### config.mk
export PLATFORM = sky130hd
export DESIGN_NAME = xbus_rd_ctrl
export DESIGN_NICKNAME = d
export VERILOG_FILES = /design/src/rtl/xbus_pkg.sv /design/src/rtl/xbus_clkgen.sv /design/src/rtl/xbus_phase_cnt.sv /design/src/rtl/xbus_pinmux.sv /design/src/rtl/xbus_rd_ctrl.sv
export SDC_FILE = /design/constraint.sdc
export NUM_CORES = 1
export LEC_CHECK = 0
export ABC_AREA = 0
export BUFFER_PORTS_ARGS = -buffer_cell sky130_fd_sc_hd__buf_2
export CORE_ASPECT_RATIO = 1.5
export CORE_MARGIN = 2
export CORE_UTILIZATION = 45
export DETAILED_ROUTE_END_ITERATION = 12
export PLACE_DENSITY = 0.8
export REMOVE_ABC_BUFFERS = 1
export SETUP_SLACK_MARGIN = 0.1
export SLEW_MARGIN = 20
export SYNTH_ARGS = -nofsm -noshare
export SYNTH_HDL_FRONTEND = slang
export SYNTH_SLANG_ARGS = --single-unit
### constraint.sdc
create_clock -name clk -period 1.9 [get_ports clk]
set_input_delay 0.38 -clock clk [delete_from_list [all_inputs] [get_ports clk]]
set_output_delay 0.38 -clock clk [all_outputs]
set_load 0.05 [all_outputs]
### src/rtl/xbus_pkg.sv
package xbus_pkg;
    typedef enum logic [2:0] {
        S_IDLE,
        S_ALIGN,
        S_LEAD,
        S_ACTIVE,
        S_TRAIL
    } xb_state_e;
endpackage

### src/rtl/xbus_clkgen.sv
module xbus_clkgen (
    input  logic clk,
    input  logic rst_n,
    input  logic half_rate,
    output logic bus_clk_hi,
    output logic next_hi
);
    logic tgl_q;

    always_ff @(posedge clk or negedge rst_n) begin
        if (!rst_n) tgl_q <= 1'b0;
        else        tgl_q <= ~tgl_q;
    end

    always_comb begin
        bus_clk_hi = half_rate ? tgl_q  : 1'b1;
        next_hi    = half_rate ? ~tgl_q : 1'b1;
    end

    // in half-rate mode the level alternates every cycle
    p_half_toggle_r1: assert property (@(posedge clk) disable iff (!rst_n)
        (half_rate && $past(half_rate) && $past(rst_n)) |-> (bus_clk_hi != $past(bus_clk_hi)));
    // full-rate level is always high
    p_full_high_r1: assert property (@(posedge clk) disable iff (!rst_n)
        !half_rate |-> bus_clk_hi);
endmodule

### src/rtl/xbus_phase_cnt.sv
module xbus_phase_cnt #(
    parameter int W = 4
) (
    input  logic         clk,
    input  logic         rst_n,
    input  logic         load,
    input  logic [W-1:0] load_val,
    output logic         zero
);
    logic [W-1:0] cnt_q;

    always_ff @(posedge clk or negedge rst_n) begin
        if (!rst_n)            cnt_q <= '0;
        else if (load)         cnt_q <= load_val;
        else if (cnt_q != '0)  cnt_q <= cnt_q - 1'b1;
    end

    assign zero = (cnt_q == '0);
endmodule

### src/rtl/xbus_pinmux.sv
module xbus_pinmux
    import xbus_pkg::*;
#(
    parameter int ADDR_W = 20,
    parameter int NZONE  = 3,
    parameter int ZSEL_W = 2
) (
    input  xb_state_e          state,
    input  logic [ZSEL_W-1:0]  zone,
    input  logic [ADDR_W-1:0]  addr_cur,
    input  logic [ADDR_W-1:0]  addr_last,
    input  logic               wide,
    output logic [NZONE-1:0]   cs_n,
    output logic               rd_n,
    output logic               rnw,
    output logic               we0_n,
    output logic               we1_a0,
    output logic [ADDR_W-1:0]  bus_addr
);
    logic in_acc;

    always_comb begin
        in_acc   = (state == S_LEAD) || (state == S_ACTIVE) || (state == S_TRAIL);
        bus_addr = in_acc ? addr_cur : {addr_last[ADDR_W-1:1], 1'b1};
        rd_n     = (state != S_ACTIVE);
        rnw      = 1'b1;
        we0_n    = 1'b1;
        we1_a0   = wide ? 1'b1 : bus_addr[0];
    end

    for (genvar g = 0; g < NZONE; g++) begin : g_cs
        assign cs_n[g] = !(in_acc && (zone == ZSEL_W'(g)));
    end
endmodule

### src/rtl/xbus_rd_ctrl.sv
module xbus_rd_ctrl
    import xbus_pkg::*;
#(
    parameter int ADDR_W = 20,
    parameter int DATA_W = 32,
    parameter int NZONE  = 3,
    parameter int ZSEL_W = 2,
    parameter int LEAD_W = 4,
    parameter int ACT_W  = 4,
    parameter int TRL_W  = 3
) (
    input  logic              clk,
    input  logic              rst_n,
    input  logic [LEAD_W-1:0] cfg_lead,
    input  logic [ACT_W-1:0]  cfg_active,
    input  logic [TRL_W-1:0]  cfg_trail,
    input  logic              cfg_use_rdy,
    input  logic              cfg_half_rate,
    input  logic              cfg_wide,
    input  logic              req_valid,
    input  logic [ADDR_W-1:0] req_addr,
    input  logic [ZSEL_W-1:0] req_zone,
    output logic              req_ready,
    output logic              busy,
    output logic              done,
    output logic [DATA_W-1:0] rd_data,
    output logic              bus_clk_hi,
    output logic [NZONE-1:0]  cs_n,
    output logic              rd_n,
    output logic              rnw,
    output logic              we0_n,
    output logic              we1_a0,
    output logic [ADDR_W-1:0] bus_addr,
    input  logic [DATA_W-1:0] bus_din,
    input  logic              bus_rdy
);
    localparam int HALF_W = DATA_W / 2;
    localparam int MAX_LA = (LEAD_W > ACT_W) ? LEAD_W : ACT_W;
    localparam int CNT_W  = (MAX_LA > TRL_W) ? MAX_LA : TRL_W;

    xb_state_e          state_q, state_d;
    logic [LEAD_W-1:0]  lead_q;
    logic [ACT_W-1:0]   act_q;
    logic [TRL_W-1:0]   trl_q;
    logic               use_rdy_q, wide_q;
    logic [ADDR_W-1:0]  addr_q, last_q;
    logic [ZSEL_W-1:0]  zone_q;
    logic               next_hi, cnt_zero, cnt_load, capture, accept, in_acc;
    logic [CNT_W-1:0]   cnt_val;
    logic               done_q;
    logic [DATA_W-1:0]  rd_data_q;

    xbus_clkgen u_clk (
        .clk       (clk),
        .rst_n     (rst_n),
        .half_rate (cfg_half_rate),
        .bus_clk_hi(bus_clk_hi),
        .next_hi   (next_hi)
    );

    xbus_phase_cnt #(.W(CNT_W)) u_cnt (
        .clk     (clk),
        .rst_n   (rst_n),
        .load    (cnt_load),
        .load_val(cnt_val),
        .zero    (cnt_zero)
    );

    xbus_pinmux #(.ADDR_W(ADDR_W), .NZONE(NZONE), .ZSEL_W(ZSEL_W)) u_pins (
        .state    (state_q),
        .zone     (zone_q),
        .addr_cur (addr_q),
        .addr_last(last_q),
        .wide     (wide_q),
        .cs_n     (cs_n),
        .rd_n     (rd_n),
        .rnw      (rnw),
        .we0_n    (we0_n),
        .we1_a0   (we1_a0),
        .bus_addr (bus_addr)
    );

    // lead length minus one, with a zero count treated as one
    function automatic logic [CNT_W-1:0] lead_m1(input logic [LEAD_W-1:0] v);
        return (v == '0) ? '0 : CNT_W'(v - 1'b1);
    endfunction

    // next-state and counter-load logic
    always_comb begin
        state_d  = state_q;
        cnt_load = 1'b0;
        cnt_val  = '0;
        capture  = 1'b0;
        accept   = 1'b0;
        unique case (state_q)
            S_IDLE: begin
                if (req_valid) begin
                    accept = 1'b1;
                    if (next_hi) begin
                        state_d  = S_LEAD;
                        cnt_load = 1'b1;
                        cnt_val  = lead_m1(cfg_lead);
                    end else begin
                        state_d  = S_ALIGN;
                    end
                end
            end
            S_ALIGN: begin
                state_d  = S_LEAD;
                cnt_load = 1'b1;
                cnt_val  = lead_m1(lead_q);
            end
            S_LEAD: begin
                if (cnt_zero) begin
                    state_d  = S_ACTIVE;
                    cnt_load = 1'b1;
                    cnt_val  = CNT_W'(act_q);
                end
            end
            S_ACTIVE: begin
                if (cnt_zero && (!use_rdy_q || bus_rdy)) begin
                    capture = 1'b1;
                    if (trl_q != '0) begin
                        state_d  = S_TRAIL;
                        cnt_load = 1'b1;
                        cnt_val  = CNT_W'(trl_q - 1'b1);
                    end else begin
                        state_d  = S_IDLE;
                    end
                end
            end
            S_TRAIL: begin
                if (cnt_zero) state_d = S_IDLE;
            end
            default: state_d = S_IDLE;
        endcase
    end

    // state register
    always_ff @(posedge clk or negedge rst_n) begin
        if (!rst_n) state_q <= S_IDLE;
        else        state_q <= state_d;
    end

    // request, configuration and data registers
    always_ff @(posedge clk or negedge rst_n) begin
        if (!rst_n) begin
            lead_q    <= '0;
            act_q     <= '0;
            trl_q     <= '0;
            use_rdy_q <= 1'b0;
            wide_q    <= 1'b1;
            addr_q    <= '0;
            zone_q    <= '0;
            last_q    <= '0;
            done_q    <= 1'b0;
            rd_data_q <= '0;
        end else begin
            if (accept) begin
                lead_q    <= cfg_lead;
                act_q     <= cfg_active;
                trl_q     <= cfg_trail;
                use_rdy_q <= cfg_use_rdy;
                wide_q    <= cfg_wide;
                addr_q    <= req_addr;
                zone_q    <= req_zone;
            end
            if (in_acc) last_q <= addr_q;
            done_q <= capture;
            if (capture)
                rd_data_q <= wide_q ? bus_din
                                    : {{(DATA_W-HALF_W){1'b0}}, bus_din[HALF_W-1:0]};
        end
    end

    // outputs
    always_comb begin
        in_acc    = (state_q == S_LEAD) || (state_q == S_ACTIVE) || (state_q == S_TRAIL);
        req_ready = (state_q == S_IDLE);
        busy      = (state_q != S_IDLE);
        done      = done_q;
        rd_data   = rd_data_q;
    end

    // lead begins on a bus-clock high cycle
    p_lead_on_rise_r2: assert property (@(posedge clk) disable iff (!rst_n)
        (state_q == S_LEAD && $past(state_q) != S_LEAD && $past(rst_n)) |-> bus_clk_hi);
    // alignment cycle keeps every strobe inactive
    p_align_quiet_r2: assert property (@(posedge clk) disable iff (!rst_n)
        (state_q == S_ALIGN) |-> (&cs_n && rd_n && we0_n && we1_a0));
    // bit 0 held high between accesses
    p_idle_a0_r3: assert property (@(posedge clk) disable iff (!rst_n)
        !in_acc |-> bus_addr[0]);
    // idle address holds steady
    p_idle_hold_r3: assert property (@(posedge clk) disable iff (!rst_n)
        (!in_acc && $past(!in_acc) && $past(rst_n)) |-> $stable(bus_addr));
    // low ready at the end of active stretches it
    p_stretch_r5: assert property (@(posedge clk) disable iff (!rst_n)
        (state_q == S_ACTIVE && cnt_zero && use_rdy_q && !bus_rdy) |=> (state_q == S_ACTIVE));
    // ready ignored when not in use
    p_no_stretch_r6: assert property (@(posedge clk) disable iff (!rst_n)
        (state_q == S_ACTIVE && cnt_zero && !use_rdy_q) |=> (state_q != S_ACTIVE));
    // done lasts exactly one cycle
    p_done_pulse_r7: assert property (@(posedge clk) disable iff (!rst_n)
        done |=> !done);
    // upper write enable stays inactive in 32-bit mode
    p_we1_wide_r8: assert property (@(posedge clk) disable iff (!rst_n)
        wide_q |-> we1_a0);
    // an accepted request makes the block busy next cycle
    p_accept_busy_r9: assert property (@(posedge clk) disable iff (!rst_n)
        (req_valid && req_ready) |=> busy);
    // at most one chip select active
    p_one_cs_r10: assert property (@(posedge clk) disable iff (!rst_n)
        $onehot0(~cs_n));
endmodule

== After elaboration in Yosys (flattened, before gate mapping) ==
Index checks and enable logic that the tools add are counted.
Storage, ports and cells
  bits of input ports: 72
  register bits after elaboration: 96
  memories: 0
  logic and storage cells: 82
  bits in read-only memories: 0
  memory bits (writable): 0
  latch bits: 0
  output and inout port bits: 63
Operators by class
  mux-type cells: 32
  $add $sub $neg: 4
  equal/unequal tests: 11
  shifts and indexed selects: 0
  reduce and logical (&&, ||, !) cells: 21
  multipliers: 0
  bitwise operators: 1
  magnitude comparators: 0
  divide/modulo/power cells: 0
Operators with widths (count)
  $mux 4: 9
  $mux 32: 1
  $mux 20: 1
  $pmux 4 s4: 1
  $mux 3: 5
  $pmux 3 s5: 1
  $logic_not 4->1: 3
  $mux 1: 12
  $sub 4x1->4 const B: 3
  $ne 2x2->1 const B: 4
  $eq 3x2->1 const B: 2
  $reduce_bool 3->1: 2
  $logic_and 1x1->1: 4
  $logic_not 1->1: 4
  $pmux 1 s4: 1
  $reduce_and 4->1: 1
  $reduce_bool 4->1: 1
  $sub 3x1->4 const B: 1
  $eq 3x1->1 const B: 1
  $eq 3x3->1 const B: 1
  $logic_not 3->1: 1
  $logic_or 1x1->1: 3
  $ne 3x2->1 const B: 1
  $eq 2x1->1 const B: 1
  other kinds (5): 5

== Longest topological paths before layout ==
  depth in word-level cells: 6
  mapped depth: 8
  gate-level depth less buffers: 7

== Hierarchy ==
From an unflattened synthesis, not the netlist that was laid out.
Second synthesis, totals
  cell total of the unflattened synthesis: 384
  area total of the unflattened synthesis: 4371.7 um2
Modules (own cells, without submodules)
  xbus_rd_ctrl: instances 1, area an instance 3779.9 um2, sequential area each 2278.4 um2, cells each 324
  xbus_pinmux: instances 1, area an instance 319.1 um2, sequential area each 0.0 um2, cells each 34
  xbus_phase_cnt: instances 1, area an instance 234.0 um2, sequential area each 100.1 um2, cells each 22
  xbus_clkgen: instances 1, area an instance 38.8 um2, sequential area each 25.0 um2, cells each 4

== Least setup slack after synthesis ==
OpenSTA, ideal clock, no wires.
  kind: register to output
  start point: reg state_q[0]
  end point: out bus_addr[10]
  slack: -0.086 ns
  arrival: 1.606 ns
  data required time: 1.520 ns
  buffers on the path: 2
  stages on the path, launching flop included: 6
  cell sequence: dfrtp_1 -> buf_2 -> nor2_1 -> a21oi_2 -> buf_2 -> mux2_2
On the way
  longest elaborated chain between the ends: 4
  elaborated cells on any way between the ends: 6
  classes of those cells: eq/ne: 3; mux: 1; reduce/logical: 2
RTL lines
  from (decl): RTL line xbus_rd_ctrl.sv:41  | xb_state_e state_q, state_d;
  from (signal assigned): RTL line xbus_rd_ctrl.sv:142  | else state_q <= state_d;
  $eq 3x2->1: RTL line xbus_pinmux.sv:23  | in_acc = (state == S_LEAD) || (state == S_ACTIVE) || (state == S_TRAIL);
  $logic_or 1x1->1: RTL line xbus_pinmux.sv:23
  $logic_or 1x1->1 *: RTL line xbus_pinmux.sv:23
  $mux 20 *: RTL line xbus_pinmux.sv:24  | bus_addr = in_acc ? addr_cur : {addr_last[ADDR_W-1:1], 1'b1};
  to (decl): RTL line xbus_rd_ctrl.sv:33  | output logic [ADDR_W-1:0] bus_addr,
Every way passes the cells marked *; elsewhere a longest branch is shown, timed or not.

== Worst setup path in the final report ==
  start point: reg state_q[1]
  end point: out bus_addr[9]
Same word-level chain as after synthesis.

==> impl.org <==
** Logic synthesis
- Of the synthesized area, sequential elements account for 0.572.
- After synthesis the netlist holds a flip-flop and latch count of 95.
- Mapped Avg Cell Area :: 11.3 sq um
- Post-synthesis cell area :: 0.00416 sq mm
- The Yosys step of the flow raised 0 warnings.
- After technology mapping, the gate count stands at 367.
- Counting distinct cell types in the post-synthesis netlist gives 48.

** Layout
- Count of inserted antenna diode cells :: 0
- After the last flow step, the layout net total stands at 620.
- Area growth syn-to-layout :: 49.5%
- Summing all flip-flop and latch instances after layout gives 0.00238 sq mm.
- Footprint of the multi-input gates :: 0.00193 sq mm
- Leaving out filler cells and counting taps, the final layout contains about 660.
- FILL cells :: 681
- In the final layout, the share of cells above drive strength 1 is 0.528.

** Global route
- For met3 alone, demand over resource in global routing was 0.0496.
- Antenna violations before repair :: 0
- For this run, the total global-route usage over all layers was measured as 0.215.
- Met1 track utilization from global routing :: 0.232
- The first global-routing pass estimated 16200 microns of wire.
- Vias in the first global route :: 3493
- Pin count of the biggest net entering global routing :: 39
- After global routing, the most crowded layer is met2.
- In the global route stage, met2 resource usage came out at 0.370.
- GRT Residual Overflow :: 0

** Critical path
- STA puts the critical path data required time at between 1500 and 2000 ps.
- For this run, the slowest stage of the critical path takes 380 ps.
- Arrival time reported for the critical path endpoint :: 1860 ps
- CP Cell Sequence :: and2b_2 > a21oi_4 > buf_6 > clkbuf_16 > mux2_4 > buf_6
- The most numerous cell type found on the critical path is buf_6.
- Kind of start point of the critical path :: flop
- The setup path with the least slack is of type flop to output pin.
- The cell family contributing the most delay on the critical path is buffers and inverters.
- The largest individual stage delay along the critical path comes from the cell dfrtp_1.
- In this run the critical register-to-register path is launched from state_q[1]$_DFFE_PN0P_.
- Reg-to-reg endpoint :: addr_q[10]$_DFFE_PN0P_
- Combined buffer and inverter count along the critical path :: 3
- In this run the register-to-register setup slack is -120 ps.
- The worst setup path is captured at an output pin.
- Worst Reg2Reg Path Length in Cells :: 7
- Along the worst path, the maximum fanout reaches 6.

** Outcome
- Result of the run :: finished with violations
- Failing checks :: negative setup slack

** Timing
- Setup violations remaining at the end of the flow were counted as 47.
- At the pin with the least slew margin, the transition time is 534 ps.
- Static timing analysis puts the maximum clock frequency at 0.446 GHz.
- The number of failing hold endpoints at the final stage came to 0.
- In the post-route analysis, the smallest setup slack over all paths is -344 ps.
- Setup repair after global routing missed its margin :: yes
- Fin crit period :: between 2000 and 2500 ps
- Share of the clock period used by the worst path after layout :: 1.18
- In this run the tightest slew margin relative to its limit is 0.644.
- Worst clock skew on the final layout :: approximately 7.0 ps
- Max Transition Viols Final :: 0

** Power and ir drop
- VDD sags by at most 1430 uV.
- Dividing total power by cell area gives a power density of between 2000 and 2500 mW/mm^2.
- In this run the static leakage power is 3.20 nW.

** Routing
- For this block, the initial DRC count from the detailed router was 232.
- Number of detailed-routing iterations run before antenna repair :: 5
- The final route contains 3486 vias.
- Average wire per standard cell :: ~18 microns
- Final wirelength :: 11900 microns
- Number of remaining DRC errors :: 0
- In this run the remaining antenna-violating nets after routing total 0.
- Detail-routed via count per cell :: ~5.3

** CTS
- Clock root buffer :: clkbuf_16
- Clock Latency Late Sink :: 340 ps
- Clock buffers created by TritonCTS :: 9
- Maximum buffer depth of the clock tree :: 2
- Clock tree from TritonCTS :: done
- For this design, the sink count on the clock tree is between 90 and 100.
- Maximum level of the CTS H-tree :: 3
- Clock-pin slew was measured on the worst setup and hold paths at 70 ps.
- For this design, the CTS-stage hold fixing added 0 buffers.

** Floorplan
- Initial core utilization :: 0.455
- Die ar. :: ~0.01 sq mm
- Number of top-level pins :: 135
- Die Width :: a little over 80 microns
- Y dimension of the die :: 122 microns
- Number of placement rows :: 43
- The core region is 0.00915 sq mm.

** Flow run
- The tool flagged a number of max-cap violations equal to 0.

** Placed design
- Pre-CTS setup slack :: -33.5 ps
- Port buffering added 132 buffers.
- Placer Congestion :: 0.850
- HPWL after detailed placement :: 7040 microns
- Once placement completed, the tool counted placed cells totaling 614.

** Hold path
- The path class of the tightest hold or removal check is input port to asynchronous set/reset pin.
[layout make-up]
cell class | count | share of cell area
flip-flops and latches | 95 | 0.382
multi-input cells | 240 | 0.310
repair buffers | 181 | 0.229
clock buffers | 10 | 0.0384
well taps | 112 | 0.0225
clock inverters | 5 | 0.00945
inverters | 13 | 0.00825
[worst max-delay path by stage]
stage                                     from                          to  slack (ps)  depth (start not counted)
floorplan               state_q[0]$_DFFE_PN0P_  u_cnt.cnt_q[3]$_DFFE_PN0P_       -1550                          4
global placement    u_cnt.cnt_q[0]$_DFFE_PN0P_  u_cnt.cnt_q[3]$_DFFE_PN0P_          20                          6
detailed placement  u_cnt.cnt_q[1]$_DFFE_PN0P_  u_cnt.cnt_q[3]$_DFFE_PN0P_         -30                          6
CTS                     state_q[1]$_DFFE_PN0P_                 bus_addr[2]        -350                          6
global route            state_q[2]$_DFFE_PN0P_                bus_addr[18]        -410                          6
finish                  state_q[1]$_DFFE_PN0P_                 bus_addr[9]        -340                          6
[cell families after synthesis]
logic type               after synthesis  share of synthesized area
AO/OA/AOI/OAI                         23                     0.0436
XOR/XNOR                               4                    0.00842
adder cells (fa/ha/maj)                8                     0.0241
buffers and inverters                 33                     0.0358
flip-flops                            95                      0.572
multiplexers                          54                      0.146
other                                  1                   0.000901
AND/OR/NAND/NOR                      149                      0.170
[stage by stage]
step	utilization	power (W)	hold slack, ps	instance area [sq um]	setup TNS, ps
2_1_floorplan	-	0.00752	84.4	4060	-65490
3_3_place_gp	0.557	0.00891	379	5090	0
3_5_place_dp	0.557	0.00909	390	5090	-44.8
4_1_cts	0.628	0.0119	22.8	5750	-7470
5_1_grt	0.680	0.0135	38.6	6220	-12850
6_report	0.680	0.0129	8.50	6220	-9820
[per-layer routing]
metal / vias up / wire, microns
li1: 1577 / -
met4: 0 / 439
met1: 1745 / 4310
met2: 135 / 6580
met3: 29 / 527
met5: - / 0
[worst register-to-register path: cells and delay by family, from the launching register on]
kind / cells / cell delay [ps]
DFF: 1 / 380
buffers and inverters: 5 / 780
muxes: 1 / 330
and+or+nand+nor: 1 / 430
[Yosys cell counts (all sizes together)]
master	number	share of area
nor2b	2	0.0030
a21oi	1	0.0021
conb	1	0.00090
a41oi	1	0.0039
nand2b	3	0.0045
or4	1	0.0018
or3b	1	0.0021
buf	14	0.019
a31oi	2	0.0030
inv	13	0.012
or3	3	0.0045
nor4b	1	0.0036
a2111oi	3	0.0063
a221oi	3	0.0063
nand4	1	0.0051
a31o	1	0.0021
nor3b	5	0.012
mux2	53	0.14
o21ai	5	0.0060
and2	1	0.0015
a211o	1	0.0021
and2b	1	0.0018
a211oi	1	0.0018
mux2i	1	0.0024
nor4	3	0.0060
o22a	1	0.0021
a222oi	1	0.0024
dfstp	1	0.0063
xor2	2	0.0042
dfrtp	94	0.57
ha	8	0.024
a21o	1	0.0018
and4	1	0.0021
or2	2	0.0030
o211ai	1	0.0018
nor3	5	0.0060
clkbuf	6	0.0054
nand2	93	0.084
nand3	16	0.019
and3	1	0.0015
nor2	9	0.0081
a22oi	1	0.0018
xnor2	2	0.0042
[what timing repair did]
| item | CTS | global route |
|---|---|---|
| pin swaps | 1 | 8 |
| gates cloned | 1 | 7 |
| gates resized for setup | 81 | 78 |
| buffers inserted | 10 | 9 |
| setup endpoints to repair | 29 | 96 |
[sequential cells by signal, summed over array words and instances (netlist names)]
name / count
act_q: 4
zone_q: 2
trl_q: 3
rd_data: 32
last_q: 19
addr_q: 20
state_q: 3
u_clk.tgl_q: 1
wide_q: 1
lead_q: 4
use_rdy_q: 1
done: 1
u_cnt.cnt_q: 4
[placed cells by master, fill, tap and decap left out, types with 3 or more instances in the layout]
master | netlist | final
clkbuf_16 | 0 | 14
buf_4 | 3 | 32
buf_12 | 0 | 5
buf_2 | 11 | 104
buf_8 | 0 | 8
ha_1 | 8 | 6
mux2_4 | 0 | 38
o21ai_1 | 1 | 4
nor3_1 | 5 | 4
dfrtp_1 | 94 | 94
nand2_1 | 93 | 91
nor2_1 | 9 | 6
buf_6 | 0 | 26
inv_2 | 1 | 5
inv_1 | 12 | 7
nand3_1 | 16 | 16
mux2_2 | 53 | 15
nor3b_1 | 4 | 3
[power by group]
group / internal (W) / switching (W) / total, W
clock: 0.00105 / 0.000756 / 0.00180
sequential: 0.00291 / 0.000509 / 0.00341
combinational: 0.00327 / 0.00445 / 0.00771
total: 0.00722 / 0.00571 / 0.0129
No activity file was read; power rests on OpenSTA's default activity.
